--- src/rtl/pos_snap_counter.sv ---
module pos_snap_counter #(
  parameter int CNT_W  = 32,
  parameter int BYTE_W = 8
) (
  input  logic              clk,
  input  logic              rst_n,
  input  logic              cnt_pulse,
  input  logic              cnt_up,
  input  logic              oe_n,
  input  logic              sel_a,
  input  logic              sel_b,
  output logic [BYTE_W-1:0] dout,
  output logic              dout_en
);
  localparam logic [CNT_W-1:0] ONE = CNT_W'(1);

  logic [CNT_W-1:0] count, snap;
  logic             frozen, lsb_done;
  logic [1:0]       bidx;
  logic             lsb_pick;

  assign bidx     = {sel_b, ~sel_a};
  assign lsb_pick = sel_a & ~sel_b;
  assign dout_en  = ~oe_n;
  assign dout     = oe_n ? '0 : snap[int'(bidx)*BYTE_W +: BYTE_W];

  always_ff @(posedge clk or negedge rst_n)
    if (!rst_n)          count <= '0;
    else if (cnt_pulse)  count <= cnt_up ? count + ONE : count - ONE;

  always_ff @(negedge clk or negedge rst_n)
    if (!rst_n) begin
      snap     <= '0;
      frozen   <= 1'b0;
      lsb_done <= 1'b0;
    end else begin
      if (!frozen && oe_n) snap <= count;
      if (!oe_n) begin
        frozen <= 1'b1;
        if (lsb_pick) lsb_done <= 1'b1;
      end else if (lsb_done) begin
        frozen   <= 1'b0;
        lsb_done <= 1'b0;
      end
    end

  a_r2_step_up: assert property (@(posedge clk) disable iff (!rst_n)
    cnt_pulse && cnt_up |=> count == $past(count) + ONE);
  a_r2_step_down: assert property (@(posedge clk) disable iff (!rst_n)
    cnt_pulse && !cnt_up |=> count == $past(count) - ONE);
  a_r3_hold: assert property (@(posedge clk) disable iff (!rst_n)
    !cnt_pulse |=> $stable(count));
  a_r6_quiet_bus: assert property (@(posedge clk) disable iff (!rst_n)
    oe_n |-> (dout == '0) && !dout_en);
  a_r8_freeze_on_read: assert property (@(negedge clk) disable iff (!rst_n)
    !oe_n |=> frozen);
  a_r8_latch_stable: assert property (@(negedge clk) disable iff (!rst_n)
    frozen |=> $stable(snap));
  a_r9_no_early_release: assert property (@(negedge clk) disable iff (!rst_n)
    frozen && oe_n && !lsb_done |=> frozen);
endmodule

--- config.mk ---
export PLATFORM = sky130hd
export DESIGN_NAME = pos_snap_counter
export DESIGN_NICKNAME = d
export VERILOG_FILES = /design/src/rtl/pos_snap_counter.sv
export SDC_FILE = /design/constraint.sdc
export NUM_CORES = 1
export LEC_CHECK = 0
export ABC_CLOCK_PERIOD_IN_PS = 3900
export BUFFER_PORTS_ARGS = -buffer_cell sky130_fd_sc_hd__buf_2
export CAP_MARGIN = 10
export CORE_ASPECT_RATIO = 1.5
export CORE_MARGIN = 1.5
export CORE_UTILIZATION = 45
export DETAILED_ROUTE_END_ITERATION = 10
export REMOVE_ABC_BUFFERS = 1
export SYNTH_ARGS = -nofsm -noshare
export SYNTH_HDL_FRONTEND = slang
export SYNTH_SLANG_ARGS = --single-unit
export TNS_END_PERCENT = 50
--- constraint.sdc ---
create_clock -name clk -period 3.9 [get_ports clk]
set_input_delay 0.39 -clock clk [delete_from_list [all_inputs] [get_ports clk]]
set_output_delay 0.39 -clock clk [all_outputs]
set_load 0.005 [all_outputs]
==> impl_metrics.json <==
{
  "status": "finished, violations left",
  "violations": "DRC",
  "die_x_um": 84.9,
  "hold_buffers": 0,
  "yosysTopAreaCellShare_pct": 18.8,
  "wl_per_cell_um": 19.5,
  "critPathMaxFanout": 2,
  "detail-route-antenna-nets": 0,
  "avgSynthCellArea_um2": 10.3,
  "p_int_mw": 2.61,
  "relSlewSlack_pct": 29.7,
  "first_pass_iters": 7,
  "vias_per_cell": 6.08,
  "met2_usage_pct": 39.2,
  "rsz0062_at_grt": "false",
  "cts_buffers": 9,
  "whs_ns": 0.0189,
  "maxCapViolations": 0,
  "wl_mm": 11.0,
  "die_y_um": 126,
  "rows": 44,
  "start_kind": "register",
  "multiInputGateArea_um2": 2710,
  "portBuffers": 15,
  "core_um2": 9740,
  "synthCells": 440,
  "grt_usage_pct": 22.0,
  "ys_seq_elements": 66,
  "start_util_pct": 46.4,
  "cts.sinks": 66,
  "tightest_slew_ns": 1.05,
  "cts_htree_levels": 3,
  "drive_above_1_share_pct": 22.2,
  "placedCellCount": 549,
  "path_class": "reg -> out",
  "grt_pass1_vias": 3369,
  "final_cell_mix": "mux2_2, dfrtn_1, dfrtp_1, ha_1, a21oi_1",
  "cts_root_buf": "clkbuf_16",
  "clk_latency_ns": 0.34,
  "netSwitchingFraction_pct": 39.5,
  "netlist_area_um2": 4530,
  "routabilityCongestion": 0.929,
  "endpoint_kind": "output pin",
  "synth_flop_cell": "dfrtn_1",
  "synth-edff-count": 0,
  "vias": 3434,
  "power.density_nw_per_um2": 867,
  "pin_count": 16,
  "ys_async_sr_fraction_pct": 100,
  "grt_start_max_net_pins": 36,
  "hpwl_mm": 8.17,
  "pwr-share-clk_pct": 18.1,
  "synthTopCellsByArea": "dfrtn_1, dfrtp_1, mux2_2, ha_1, a21o_1",
  "ctsResizeCount": 0,
  "yosysTopAreaCell": "dfrtn_1",
  "met3_usage_pct": 3.41,
  "fp.dieArea_um2": 10700,
  "drc": 2,
  "worstPathArrival_ns": 3.40,
  "pwr-share-comb_pct": 50.8,
  "cts_tree": "yes",
  "irDropWorstVdd_mv": 0.290,
  "required_ns": 3.51,
  "switchingPower_mw": 1.70,
  "grt.overflow.total": 0,
  "grtUsageMet1_pct": 26.2,
  "cts_setup_buffers": 0,
  "layoutNonFillerInstCount": 565,
  "min_path_type": "in -> async",
  "antenna_found_initial": 0,
  "cts_buffer_depth": 2,
  "nets": 483,
  "grt-busiest-layer": "met2",
  "setup_viol": 0,
  "p_leak_nw": 2.24,
  "grt_pass1_wl_mm": 18.1,
  "yosysWarnings": 0,
  "seqPwrFrac_pct": 31.1,
  "setup_tns_ns": 0,
  "slew_viol_final": 0,
  "register_area_um2": 1650,
  "nFillCells": 881,
  "clock_skew_ns": 0.0118,
  "synth_cell_type_count": 58,
  "area_growth_syn_to_layout_pct": 10.1,
  "drt_first_iter_violations": 156,
  "diodes": 0,
  "final_common_cell": "mux2_2",
  "dpl_cell_area_um2": 4690,
  "hold_viol": 0,
  "final_area_um2": 4980,
  "path_clk_slew_ns": 0.05,
  "ys_seq_area_share_pct": 36.5
}
kinds of logic after synthesis:
kind of cell | after synthesis | synth area share (%)
buffers and inverters | 37 | 3.59
multiplexers | 58 | 16.3
adder cells (fa/ha/maj) | 31 | 8.74
AND/OR/NAND/NOR | 103 | 11.9
XOR/XNOR | 18 | 3.48
AO/OA/AOI/OAI | 127 | 19.4
flip-flops | 66 | 36.5
state kept, by name, indices dropped and copies added, names as in the netlist:
register and flops:
count 32, frozen 1, lsb_done 1, snap 32
synthesized netlist by cell type, drive strengths merged (2+ instances only):
cell type  instances
a31oi             10
a21o              26
nor2              20
mux4               8
clkbuf            15
nor2b              3
o21bai             3
and4               3
nor3               6
and2              12
mux2i              3
a311oi             2
nand2b             3
xor2               4
inv               11
nand3             11
buf               11
a211o              2
o311ai             2
xnor2             14
a221oi             2
mux2              47
ha                30
nand4              8
a211oi             4
o2111ai            2
o31a               2
o21a               9
o211ai             3
or3                3
dfrtn             34
o31ai              4
a31o               2
a21oi             30
a21boi             2
dfrtp             32
and3              10
nand2             21
o21ai             18
per-layer routing:
layer	up-vias	share of wire (%)
met5	-	0
met4	0	2.8
met3	17	2.3
met2	53	53
met1	1695	42
li1	1669	-
power groups by stage:
stage          registers, mW  logic [mW]  clock network [mW]
2_1_floorplan           1.20        1.77                   0
3_3_place_gp            1.35        2.13                   0
3_5_place_dp            1.36        2.18                   0
4_1_cts                 1.35        2.19               0.798
5_1_grt                 1.39        2.46               0.826
6_report                1.34        2.19               0.780
worst max-delay path, cell delays in order, from the launching register on:
cell and delay, ns:
dfrtn_1 0.36, mux4_2 0.46, and2_1 0.17, buf_2 0.12
final timing paths:
check,start,endpoint,slack (ns),cells after the start
min in group clk,lsb_done$_DFFE_NN0P_,frozen$_DFFE_NN0P_,0.41,1
worst max register to register,count[0]$_DFFE_PN0P_,count[30]$_DFFE_PN0P_,0.86,10
max in group asynchronous,rst_n,snap[26]$_DFFE_NN0P_,1.44,2
worst min register to register,lsb_done$_DFFE_NN0P_,frozen$_DFFE_NN0P_,0.41,1
worst min-delay path,rst_n,count[15]$_DFFE_PN0P_,0.02,1
worst max-delay path,snap[22]$_DFFE_NN0P_,dout[6],0.11,3
layout make-up:
class / instances / share of cell area, %
Clock buffer: 13 / 5.45
Clock inverter: 3 / 0.427
Inverter: 11 / 0.829
Multi-Input combinational cell: 337 / 54.5
Sequential cell: 66 / 33.2
Tap cell: 115 / 2.89
Timing Repair Buffer: 20 / 2.76
metrics by stage:
step	setup slack [ns]	power [mW]	util, %
6_report	0.114	4.32	51.1
5_1_grt	0.0581	4.67	51.1
4_1_cts	0.0919	4.34	51.1
3_5_place_dp	0.410	3.54	48.1
3_3_place_gp	0.443	3.48	48.1
2_1_floorplan	-0.493	2.97	-
No activity file was read; power rests on OpenSTA's default activity.
